### src/rtl/pno_mppt_pkg.sv
package pno_mppt_pkg;

    // Phases of one tracking round, in the order they occur
    typedef enum logic [2:0] {
        PH_IDLE    = 3'd0,
        PH_WARM_A  = 3'd1,
        PH_SAMPLE  = 3'd2,
        PH_PERTURB = 3'd3,
        PH_SETTLE  = 3'd4,
        PH_WARM_B  = 3'd5,
        PH_COMPARE = 3'd6,
        PH_DECIDE  = 3'd7
    } phase_e;

endpackage

### src/rtl/pno_round_timer.sv
module pno_round_timer #(
    parameter int unsigned ROUND_W = 12
) (
    input  logic               clk,
    input  logic               rst_n,
    output logic [ROUND_W-1:0] cyc
);

    // Free-running; wraps every 2^ROUND_W cycles to start a new round
    always_ff @(posedge clk or negedge rst_n) begin
        if (!rst_n) begin
            cyc <= '0;
        end else begin
            cyc <= cyc + 1'b1;
        end
    end

endmodule

### src/rtl/pno_phase_fsm.sv
module pno_phase_fsm
    import pno_mppt_pkg::*;
#(
    parameter int unsigned ROUND_W  = 12,
    parameter int unsigned WARM_CYC = 4,
    parameter int unsigned GAP_CYC  = 32
) (
    input  logic               clk,
    input  logic               rst_n,
    input  logic [ROUND_W-1:0] cyc,
    output logic               est_en,
    output logic               sh_strobe,
    output logic               cmp_strobe,
    output logic               perturb_go,
    output logic               decide_go
);

    // Counter values at which a multi-cycle phase hands over
    localparam logic [ROUND_W-1:0] WARM_A_END = ROUND_W'(WARM_CYC);
    localparam logic [ROUND_W-1:0] SETTLE_END = ROUND_W'(GAP_CYC + 1);
    localparam logic [ROUND_W-1:0] WARM_B_END = ROUND_W'(GAP_CYC + WARM_CYC + 1);

    phase_e state_q;
    phase_e state_d;

    // State register
    always_ff @(posedge clk or negedge rst_n) begin
        if (!rst_n) begin
            state_q <= PH_IDLE;
        end else begin
            state_q <= state_d;
        end
    end

    // Transitions
    always_comb begin
        state_d = state_q;
        unique case (state_q)
            PH_IDLE:    if (cyc == '0)        state_d = PH_WARM_A;
            PH_WARM_A:  if (cyc == WARM_A_END) state_d = PH_SAMPLE;
            PH_SAMPLE:                        state_d = PH_PERTURB;
            PH_PERTURB:                       state_d = PH_SETTLE;
            PH_SETTLE:  if (cyc == SETTLE_END) state_d = PH_WARM_B;
            PH_WARM_B:  if (cyc == WARM_B_END) state_d = PH_COMPARE;
            PH_COMPARE:                       state_d = PH_DECIDE;
            PH_DECIDE:                        state_d = PH_IDLE;
            default:                          state_d = PH_IDLE;
        endcase
    end

    // Moore outputs
    always_comb begin
        est_en     = 1'b0;
        sh_strobe  = 1'b0;
        cmp_strobe = 1'b0;
        perturb_go = 1'b0;
        decide_go  = 1'b0;
        unique case (state_q)
            PH_IDLE:    ;
            PH_WARM_A:  est_en = 1'b1;
            PH_SAMPLE: begin
                est_en    = 1'b1;
                sh_strobe = 1'b1;
            end
            PH_PERTURB: perturb_go = 1'b1;
            PH_SETTLE:  ;
            PH_WARM_B:  est_en = 1'b1;
            PH_COMPARE: begin
                est_en     = 1'b1;
                cmp_strobe = 1'b1;
            end
            PH_DECIDE:  decide_go = 1'b1;
            default:    ;
        endcase
    end

endmodule

### src/rtl/pno_track_core.sv
module pno_track_core #(
    parameter int unsigned BIAS_W    = 6,
    parameter int unsigned BIAS_MIN  = 0,
    parameter int unsigned BIAS_MAX  = 63,
    parameter int unsigned BIAS_INIT = 32
) (
    input  logic              clk,
    input  logic              rst_n,
    input  logic              perturb_go,
    input  logic              decide_go,
    input  logic              cmp_gt,
    output logic [BIAS_W-1:0] bias_code,
    output logic              dir_up
);

    localparam logic [BIAS_W-1:0] CODE_LO   = BIAS_W'(BIAS_MIN);
    localparam logic [BIAS_W-1:0] CODE_HI   = BIAS_W'(BIAS_MAX);
    localparam logic [BIAS_W-1:0] CODE_INIT = BIAS_W'(BIAS_INIT);

    logic [BIAS_W-1:0] bias_step;
    logic              dir_next;
    logic              at_hi;
    logic              at_lo;

    assign at_hi = (bias_code == CODE_HI);
    assign at_lo = (bias_code == CODE_LO);

    // Saturating up/down step
    always_comb begin
        if (dir_up) begin
            bias_step = at_hi ? bias_code : bias_code + 1'b1;
        end else begin
            bias_step = at_lo ? bias_code : bias_code - 1'b1;
        end
    end

    // Keep on gain, flip on loss; a range limit turns the search back
    always_comb begin
        dir_next = cmp_gt ? dir_up : ~dir_up;
        if (at_hi) begin
            dir_next = 1'b0;
        end else if (at_lo) begin
            dir_next = 1'b1;
        end
    end

    always_ff @(posedge clk or negedge rst_n) begin
        if (!rst_n) begin
            bias_code <= CODE_INIT;
            dir_up    <= 1'b1;
        end else begin
            if (perturb_go) begin
                bias_code <= bias_step;
            end
            if (decide_go) begin
                dir_up <= dir_next;
            end
        end
    end

endmodule

### src/rtl/pno_mppt_seq.sv
module pno_mppt_seq #(
    parameter int unsigned ROUND_W   = 12,
    parameter int unsigned WARM_CYC  = 4,
    parameter int unsigned GAP_CYC   = 32,
    parameter int unsigned BIAS_W    = 6,
    parameter int unsigned BIAS_MIN  = 0,
    parameter int unsigned BIAS_MAX  = 63,
    parameter int unsigned BIAS_INIT = 32
) (
    input  logic              clk,
    input  logic              rst_n,
    input  logic              cmp_gt,
    output logic              est_en,
    output logic              sh_strobe,
    output logic              cmp_strobe,
    output logic [BIAS_W-1:0] bias_code,
    output logic              dir_up
);

    logic [ROUND_W-1:0] cyc;
    logic               perturb_go;
    logic               decide_go;

    pno_round_timer #(
        .ROUND_W (ROUND_W)
    ) u_timer (
        .clk   (clk),
        .rst_n (rst_n),
        .cyc   (cyc)
    );

    pno_phase_fsm #(
        .ROUND_W  (ROUND_W),
        .WARM_CYC (WARM_CYC),
        .GAP_CYC  (GAP_CYC)
    ) u_fsm (
        .clk        (clk),
        .rst_n      (rst_n),
        .cyc        (cyc),
        .est_en     (est_en),
        .sh_strobe  (sh_strobe),
        .cmp_strobe (cmp_strobe),
        .perturb_go (perturb_go),
        .decide_go  (decide_go)
    );

    pno_track_core #(
        .BIAS_W    (BIAS_W),
        .BIAS_MIN  (BIAS_MIN),
        .BIAS_MAX  (BIAS_MAX),
        .BIAS_INIT (BIAS_INIT)
    ) u_core (
        .clk        (clk),
        .rst_n      (rst_n),
        .perturb_go (perturb_go),
        .decide_go  (decide_go),
        .cmp_gt     (cmp_gt),
        .bias_code  (bias_code),
        .dir_up     (dir_up)
    );

endmodule

### config.mk
export PLATFORM = sky130hd
export DESIGN_NAME = pno_mppt_seq
export DESIGN_NICKNAME = d
export VERILOG_FILES = /design/src/rtl/pno_mppt_pkg.sv /design/src/rtl/pno_round_timer.sv /design/src/rtl/pno_phase_fsm.sv /design/src/rtl/pno_track_core.sv /design/src/rtl/pno_mppt_seq.sv
export SDC_FILE = /design/constraint.sdc
export NUM_CORES = 1
export LEC_CHECK = 0
export ABC_CLOCK_PERIOD_IN_PS = 2200
export BUFFER_PORTS_ARGS = -buffer_cell sky130_fd_sc_hd__buf_2
export CORE_MARGIN = 2
export CORE_UTILIZATION = 51
export DETAILED_ROUTE_END_ITERATION = 8
export GPL_TIMING_DRIVEN = 0
export PLACE_DENSITY_LB_ADDON = 0.25
export SLEW_MARGIN = 30
export SYNTH_ARGS = -nofsm -noshare
export SYNTH_HDL_FRONTEND = slang
export SYNTH_HIERARCHICAL = 1
export SYNTH_SLANG_ARGS = --single-unit
### constraint.sdc
create_clock -name clk -period 2.2 [get_ports clk]
set_clock_uncertainty 0.15 [all_clocks]
set_input_delay 0.11 -clock clk [delete_from_list [all_inputs] [get_ports clk]]
set_output_delay 0.11 -clock clk [all_outputs]
set_load 0.03 [all_outputs]
# Word-level counts from Yosys, hierarchy flattened
# Cells that the tools add are included.
# classes
muxes,16
reduce_logical,7
n_eq_ne,18
n_bitwise,1
addsub,3
# ops
operator,count
$eq A12 B6 Y1 const B,2
$pmux W3 S8,1
$mux W6,3
$add A12 B1 Y12 const B,1
$eq A12 B3 Y1 const B,1
$eq A3 B3 Y1 const B,4
$logic_not A12 Y1,1
$mux W3,4
$ne A2 B1 Y1 const B,5
$mux W1,8
$add A6 B1 Y6 const B,1
$eq A3 B2 Y1 const B,2
$eq A6 B6 Y1 const B,1
$logic_not A6 Y1,1
$sub A6 B1 Y6 const B,1
$reduce_and A4 Y1,1
$reduce_or A4 Y1,1
$eq A3 B1 Y1 const B,1
$logic_not A3 Y1,1
$ne A3 B1 Y1 const B,1
$reduce_and A3 Y1,1
$ne A2 B2 Y1 const B,1
$reduce_and A2 Y1,1
$not A1 Y1,1
# totals
in_bits,3
elab_cells,49
reg_bits,22
out_inout_bits,10

# Longest topological paths before layout
# Gate-level depths: netlist (run 1).
# logic_depth
ltp_word,4
depth_mapped,7
mapped_depth_nobuf,7

# By module
# The synthesis (run 1) kept the hierarchy.
# by_module_without_submodules
module,seq_area_each_um2,cells_per_inst,instances,area_each_um2
pno_track_core,177.7,49,1,518.0
pno_round_timer,300.3,41,1,515.5
pno_phase_fsm,75.1,24,1,198.9

# Worst setup path before layout (run 1)
# Ideal clock, no wire load.
# synth_path
path_kind,register -> register
startpoint,register u_core.dir_up
endpoint,register u_core.bias_code[5]
setup_time_ps,75
arrival_time_ps,2045
path_stages_with_launch,8
t_required_ps,1975
n_path_buf,0
period_less_slack_ps,2270
slack_ps,-70
path_cell_list,dfstp_2 -> inv_1 -> ha_1 -> a211oi_1 -> nor2_1 -> and3_1 -> nor4_2 -> xor2_1
# synth_between
elab_chain_len,2
word_cells_on_any_way,4
classes_between,2 x eq/ne; 1 x mux; 1 x reduce/logical
# synth_lines
item,line_no,text
from (decl),pno_track_core.sv:13,output logic dir_up
from (signal assigned),pno_track_core.sv:56,dir_up <= dir_next;
$ne A2 B2 Y1 (no source line) or $ne A2 B1 Y1 (tied branches),-,
$reduce_and A3 Y1 (no source line),-,
to (signal assigned),pno_track_core.sv:53,bias_code <= bias_step;
to (decl),pno_track_core.sv:12,"output logic [BIAS_W-1:0] bias_code,"
# Parallel ways exist; a longest one is shown, timed or not.
# A chain may end at the register's enable or synchronous reset.

# Worst setup path in the final report (run 1)
# Same ends and word-level chain as after synthesis.

==> out/results.ini, run 1 <==
[placement]
io_buffers=12
placed_cell_area_um2=1330
dp_hpwl_um=1620
gp_congestion=0.751

[synthesis]
syn_avg_cell_area_um2=10.8
synth_warnings=6
synth.distinct_cells=34
synth_seq_area_share=0.449
synth_nets=123
synth_edf_count=0
synth_area_um2=1230
async_flop_share=1.00
synth_ff_type=dfrtp_1
syn_inst=114
ys_ff_latch=22

[floorplanning]
die-width_um=53.2
die_y_um=53.2
ios=13
start_util=0.547
rows=17
coreArea_um2=2250
die_area_um2=2830

[detailed_routing]
routed_wirelength_um=2200
vias=884
vias_per_cell=5.49
final_antenna_net_count=0
drt_iter0_drc=5
drcViolationCount=0
first_pass_iters=4
wl_per_cell_um=13.7

[timing]
setup_viol=0
fmax_mhz=473
final_max_slew_viol_count=0
rsz0062_at_grt=false
tightestPinTransition_ns=0.482
relSlewSlack=0.679
hold_viol=0
period_share=0.960
min_period_ns=2.11

[setup_path]
worstPathArrival_ns=2.20
critPathMaxFanout=9
rr_worst_depth=7
critPathSlowestCell=dfstp_2
cp_cell_sequence=inv_2, ha_1, a211oi_2, nor2_1, and3_1, nor4_2, xor2_1
worstPathRequired_ns=2.29
end_kind=flip-flop
critPathLaunchType=flip-flop
rr_startpoint=u_core/dir_up
r2r_setup_slack_ns=0.09
timing.rr.end=u_core/bias_code[5]
max_stage_delay_ns=0.56
crit_type=reg -> reg

[global_route]
grt-ovfl-total=0
grt_first_pass_wirelength_um=3860
first_global_vias=845
track_usage=0.189
grt_max_degree=23
antenna_found_initial=0

[clock_network]
cts_made_buffers=3
clk_pin_slew_ns=0.12
clock_sinks=22
htreeDepth=1
root_buffer=clkbuf_4
cts_tree=done
clockBufferDepth=2
clk_latency_ns=0.30

[final_layout]
fin_area_um2=1400
syn_to_final_growth_pct=13.3
fillers=208
seq_area_um2=553
antenna_cells=0
final_layout_size_suffix_gt1_frac=0.256
nNetsFinal=143
multi_input_area_um2=662

[min_path]
holdCritPathClass=in -> async

[power_and_ir_drop]
p_total_mw=0.638
p_leak_nw=0.691
powerDensity_nw_per_um2=457
ir_drop_mv=0.293

[run_status]
status=complete, no violations

[run]
drv_cap=0

worst max-delay path by stage:
stage / cells past startpoint / start / to
global route: 7 / u_core/dir_up / u_core/bias_code[5]
CTS: 7 / u_core/dir_up / u_core/bias_code[5]
detailed placement: 7 / u_core/dir_up / u_core/bias_code[5]
global placement: 7 / u_core/dir_up / u_core/bias_code[5]
floorplan: 7 / u_core/dir_up / u_core/bias_code[5]
finish: 7 / u_core/dir_up / u_core/bias_code[5]
cell families after synthesis:
family | count (synthesis) | share of synthesized area
XOR/XNOR | 17 | 0.121
multiplexers | 1 | 0.0122
buffers and inverters | 6 | 0.0183
flip-flops | 22 | 0.449
AO/OA/AOI/OAI | 18 | 0.105
AND/OR/NAND/NOR | 44 | 0.228
adder cells (fa/ha/maj) | 6 | 0.0670
synth_stat cells, drive strengths merged (3+ instances only):
library cell | number | area, um2
o21ai | 5 | 25.0
ha | 5 | 62.6
a21oi | 3 | 15.0
dfrtp | 20 | 500
nand3 | 6 | 42.5
inv | 6 | 22.5
nand2 | 11 | 41.3
a211oi | 3 | 22.5
xor2 | 9 | 78.8
nor2 | 9 | 33.8
nor3 | 4 | 25.0
nor4 | 5 | 50.1
xnor2 | 8 | 70.1
final cells by class:
type                            instances  share of cell area
Clock buffer                            4              0.0260
Inverter                                6              0.0161
Multi-Input combinational cell         86               0.474
Sequential cell                        22               0.396
Tap cell                               28              0.0251
Timing Repair Buffer                   15              0.0627
routing by layer:
layer  global-route usage  vias to the layer above  share of wire
li1                     -                      442              -
met1                0.269                      423           0.48
met2                0.290                       17           0.48
met3               0.0254                        2          0.034
met4               0.0769                        0         0.0073
met5                    0                        -              0
critical path: cells and delay by family (launching register included):
family	cells	cell delay [ns]
buffers and inverters	1	0.09
and+or+nand+nor	3	0.48
xor gates and xnor gates	1	0.18
AOI/OAI and AO/OA	1	0.25
DFF	1	0.56
adders and majority gates	1	0.33
flip-flops by register name, summed over array words and instances (netlist names):
name              cells
u_timer/cyc          12
u_core/bias_code      6
u_fsm/state_q         3
u_core/dir_up         1
cells in the final DEF (no fill, tap or decap), types with 2 or more instances in the layout:
cell           count
dfstp_2            2
dfrtp_1           20
a31oi_1            2
nor4_2             3
a21oi_1            3
buf_2             12
xor2_1             9
nor4_1             2
nor2_1             9
nand2b_1           2
a211oi_1           2
clkbuf_4           3
xnor2_1            8
dlygate4sd3_1      2
ha_1               5
nand3_1            5
inv_1              5
o21ai_0            4
nand2_1           11
nor3_1             3
repair_timing:
| action | 4_1_cts | 5_1_grt |
|---|---|---|
| pin swaps | 0 | 1 |
| setup endpoints to repair | 1 | 1 |
| hold buffers | 2 | 0 |
| buffers inserted | 1 | 0 |
| hold endpoints to repair | 23 | 0 |
| resized for setup | 0 | 1 |
metrics by stage:
stage	TNS (ns)	hold WS [ns]	setup WS [ns]	cells	util
6_report	0	0.133	0.0877	161	0.619
5_1_grt	0	0.183	0.00839	161	0.619
4_1_cts	0	0.159	0.0279	161	0.617
3_5_place_dp	-0.0769	-0.0392	-0.0769	154	0.589
3_3_place_gp	0	-0.0513	0.0162	154	0.589
2_1_floorplan	0	-0.336	0.00234	114	-
power by group:
group          switching, mW  total [mW]  leakage [nW]  internal, mW
registers                  0       0.404         0.286         0.404
clock network          0.120       0.221        0.0210         0.101
logic                0.00836      0.0120         0.384       0.00362
total                  0.129       0.638         0.691         0.509
No activity file was read; power rests on OpenSTA's default activity.
==> run 2: changes to the inputs <==
--- a/config.mk
+++ b/config.mk
@@ -7,6 +7,6 @@
 export LEC_CHECK = 0
-export ABC_CLOCK_PERIOD_IN_PS = 2200
+export ABC_CLOCK_PERIOD_IN_PS = 2400
 export BUFFER_PORTS_ARGS = -buffer_cell sky130_fd_sc_hd__buf_2
 export CORE_MARGIN = 2
-export CORE_UTILIZATION = 51
+export CORE_UTILIZATION = 57
 export DETAILED_ROUTE_END_ITERATION = 8
==> constraint.sdc (replaced) <==
create_clock -name clk -period 2.4 [get_ports clk]
set_clock_uncertainty 0.15 [all_clocks]
set_input_delay 0.12 -clock clk [delete_from_list [all_inputs] [get_ports clk]]
set_output_delay 0.12 -clock clk [all_outputs]
set_load 0.01 [all_outputs]
==> out/results.ini, run 2 (synthesis gave the netlist of run 1 again) <==
[placement]
dp_hpwl_um=1660
gp_congestion=0.788
preCtsSetupSlack_ns=0.0794
io_buffers=12

[floorplanning]
die_area_um2=2550
coreArea_um2=2000
ios=13
die_y_um=50.5
start_util=0.616
die-width_um=50.5
rows=16

[power_and_ir_drop]
powerDensity_nw_per_um2=404
p_leak_nw=0.710
ir_drop_mv=0.310

[timing]
fin_ws_ns=0.0888
final_max_slew_viol_count=0
setup_viol=0
relSlewSlack=0.673
hold_viol=0
min_period_ns=2.31
period_share=0.963
setup_tns_ns=0
fmax_mhz=433
tightestPinTransition_ns=0.490

[global_route]
grt_first_pass_wirelength_um=4060
track_usage=0.213
antenna_found_initial=0
grt-ovfl-total=0
first_global_vias=886
grt_max_degree=23

[setup_path]
critPathLaunchType=flip-flop
worstPathRequired_ns=2.43
crit_type=reg -> reg
worstPathArrival_ns=2.34
end_kind=flip-flop
critPathMaxFanout=7

[clock_network]
cts_made_buffers=3
clock_sinks=22
clockBufferDepth=2
clk_pin_slew_ns=0.12
htreeDepth=1
clk_latency_ns=0.31
root_buffer=clkbuf_4
cts_tree=done

[detailed_routing]
vias_per_cell=5.76
drt_iter0_drc=11
wl_per_cell_um=15.1
drcViolationCount=0
first_pass_iters=4
final_antenna_net_count=0
routed_wirelength_um=2500
vias=956

[final_layout]
layout_commonest_cell=dfrtp_1
final_core_util=0.724
final_layout_size_suffix_gt1_frac=0.302
final_cell_mix=dfrtp_1, buf_2, nand2_1, nor2_1, xor2_1
antenna_cells=0
reg.largest.list=u_timer/cyc: 12 flops, u_core/bias_code: 6 flops, u_fsm/state_q: 3 flops
nNetsFinal=149
regMostFlops=u_timer/cyc
syn_to_final_growth_pct=17.7
largest_reg_flops=12

[run]
drv_cap=0

[run_status]
status=complete, no violations

[min_path]
holdCritPathClass=in -> async

-- run 2: cell types whose count changed in the layout (fill, tap and decap cells not counted), sizes merged --
cell	previous run	this run
buf	13	19
clkinvlp	0	1
inv	6	5
-- run 2: what timing repair did --
item | 4_1_cts | 5_1_grt
hold endpoints to repair | 23 | 0
setup endpoints to repair | 0 | 1
gates resized for setup | 0 | 4
buffers inserted | 0 | 7
hold buffers | 2 | 0
-- run 2: area by class of cell --
| type | instances | area, um2 |
|---|---|---|
| fillers | 153 | 552 |
| repair buffers | 21 | 133 |
| multi-input cells | 86 | 668 |
| flip-flops and latches | 22 | 553 |
| clock buffers | 4 | 36.3 |
| inverters | 6 | 26.3 |
| well taps | 27 | 33.8 |
-- run 2: report_power, final --
group          total (mW)  internal, mW  switching (mW)
Sequential          0.371         0.371               0
Combinational      0.0111       0.00331         0.00779
Clock               0.205        0.0926           0.112
-- run 2: worst paths after layout --
path / from / end / slack (ns) / cells past startpoint
min in group clk: u_timer/cyc[11] / u_timer/cyc[11] / 0.34 / 1
max reg2reg: u_core/dir_up / u_core/bias_code[4] / 0.09 / 8
max in group asynchronous: rst_n / u_core/bias_code[5] / 1.60 / 2
max: u_core/dir_up / u_core/bias_code[4] / 0.09 / 8
min: rst_n / u_fsm/state_q[0] / 0.14 / 2
min reg2reg: u_timer/cyc[11] / u_timer/cyc[11] / 0.34 / 1
-- run 2: routing by layer --
metal | wire, um | track usage | vias to the layer above
li1 | - | - | 459
met1 | 1130 | 0.276 | 475
met2 | 1280 | 0.364 | 18
met3 | 72 | 0.0357 | 4
met4 | 25 | 0.0676 | 0
met5 | 0 | 0 | -
-- run 2: worst max-delay path, stage by stage (launching register included) --
cell and delay [ns]:
dfstp_2 0.61, clkinvlp_4 0.19, buf_4 0.18, buf_4 0.13, fa_2 0.35, a21o_1 0.19
a21oi_2 0.16, xor2_1 0.15, o21ai_0 0.09
-- run 2: per-stage QoR --
stage,hold WS (ns),instances,instance area [um2],power [mW]
final,0.138,166,1450,0.586
after global routing,0.173,166,1450,0.607
after CTS,0.147,159,1380,0.593
after detailed placement,-0.0405,153,1330,0.387
after global placement,-0.0487,153,1330,0.387
after floorplan,-0.326,114,1230,0.378
==> run 3: changes to the inputs <==
- PLACE_DENSITY: default -> 0.77
- PLACE_DENSITY_LB_ADDON: 0.25 -> default
==> out/results.ini, run 3 (synthesis gave the netlist of run 1 again) <==
[power_and_ir_drop]
switching_share=0.219
ir_drop_mv=0.354
p_leak_nw=0.707
power_frac_clock=0.321
netSwitchingPower_mw=0.123
seqPwrFrac=0.659
internal_power_mw=0.439
combPwrFrac=0.020
powerDensity_nw_per_um2=388

[final_layout]
multi_input_area_um2=677
largest_reg_flops=12
final_layout_size_suffix_gt1_frac=0.288
fillers=143
final_cell_mix=dfrtp_1, buf_2, nand2_1, nor2_1, xor2_1
layout.cells.non_filler=166
regMostFlops=u_timer/cyc
nNetsFinal=149
fin_area_um2=1450
syn_to_final_growth_pct=17.6
antenna_cells=0
final_core_util=0.724
seq_area_um2=553
layout_commonest_cell=dfrtp_1
reg.largest.list=u_timer/cyc: 12 flops, u_core/bias_code: 6 flops, u_fsm/state_q: 3 flops

[global_route]
track_usage=0.214
grt_max_degree=23
grt_first_pass_wirelength_um=4020
antenna_found_initial=0
first_global_vias=879
grt-ovfl-total=0

[clock_network]
clock_sinks=22
cts_made_buffers=3
root_buffer=clkbuf_4
clk_latency_ns=0.32
clockBufferDepth=2
clk_pin_slew_ns=0.12
htreeDepth=1
cts_tree=done

[detailed_routing]
final_antenna_net_count=0
vias_per_cell=5.52
wl_per_cell_um=15.0
drcViolationCount=0
drt_iter0_drc=10
vias=917
routed_wirelength_um=2490
first_pass_iters=4

[run]
drv_cap=0

[timing]
holdWs_ns=0.123
tightestPinTransition_ns=0.483
setup_viol=0
fmax_mhz=428
relSlewSlack=0.678
setup_tns_ns=0
min_period_ns=2.34
period_share=0.974
final_max_slew_viol_count=0
hold_viol=0

[setup_path]
critPathLaunchType=flip-flop
max_stage_delay_ns=0.60
rr_worst_depth=8
r2r_setup_slack_ns=0.06
worstPathArrival_ns=2.43
rr_startpoint=u_core/dir_up
timing.rr.end=u_core/bias_code[5]
cp_cell_sequence=clkinvlp_4, buf_4, ha_1, o21ai_0, nor2_1, nor4_2, nor4_4, xor2_1
critPathMaxFanout=6
crit_type=reg -> reg
critPathSlowestCell=dfstp_2
end_kind=flip-flop
worstPathRequired_ns=2.50

[min_path]
holdCritPathClass=in -> async

[run_status]
status=complete, no violations

[placement]
dp_hpwl_um=1660
gp_congestion=0.784
io_buffers=12
dp_cells=153
placed_cell_area_um2=1330

[floorplanning]
die_area_um2=2550
die_y_um=50.5
die-width_um=50.5
rows=16
start_util=0.616
ios=13
coreArea_um2=2000

run 3: how the worst max path moves through the flow:
stage                        startpoint                   to  slack (ns)  cells after the start
after global placement    u_core/dir_up  u_core/bias_code[5]        0.14                      7
final                     u_core/dir_up  u_core/bias_code[5]        0.06                      8
after floorplan           u_core/dir_up  u_core/bias_code[5]        0.24                      7
after detailed placement  u_core/dir_up  u_core/bias_code[5]         0.1                      7
after global routing      u_core/dir_up  u_core/bias_code[5]       -0.03                      8
after CTS                 u_core/dir_up  u_core/bias_code[5]        0.06                      7
run 3: layer usage:
| layer | GRT usage | vias to the layer above | wire length, um |
|---|---|---|---|
| met5 | 0 | - | 0 |
| met4 | 0.0946 | 0 | 37 |
| met3 | 0.0268 | 4 | 48 |
| met2 | 0.357 | 15 | 1220 |
| met1 | 0.280 | 446 | 1180 |
| li1 | - | 452 | - |
run 3: repair_timing:
action	CTS	global route
gates resized for setup	0	4
endpoints found under the hold margin	23	0
setup endpoints to repair	0	1
setup buffers	0	7
hold buffers	2	0
run 3: power by group through the flow:
| stage | combinational (mW) | sequential (mW) | clock [mW] |
|---|---|---|---|
| 6_report | 0.0111 | 0.371 | 0.180 |
| 5_1_grt | 0.0133 | 0.371 | 0.196 |
| 4_1_cts | 0.0115 | 0.371 | 0.186 |
| 3_5_place_dp | 0.00907 | 0.378 | 0 |
| 3_3_place_gp | 0.00878 | 0.378 | 0 |
| 2_1_floorplan | 0.0000380 | 0.378 | 0 |
run 3: worst max-delay path: cells and delay by family (launching register included):
kind	cells	cell delay [ns]
adders and majority gates	1	0.31
DFF	1	0.60
xor gates and xnor gates	1	0.19
and+or+nand+nor	3	0.59
buffers and inverters	2	0.35
AOI/OAI and AO/OA	1	0.09
run 3: stage by stage:
stage	power, mW	setup slack (ns)
after CTS	0.569	0.0602
after global placement	0.387	0.140
after detailed placement	0.387	0.0996
final	0.562	0.0617
after floorplan	0.378	0.239
after global routing	0.580	-0.0320
run 3: layout make-up:
class                           count  area share
Sequential cell                    22       0.382
Inverter                            6      0.0181
Timing Repair Buffer               21      0.0915
Clock buffer                        4      0.0181
Multi-Input combinational cell     86       0.467
Tap cell                           27      0.0233
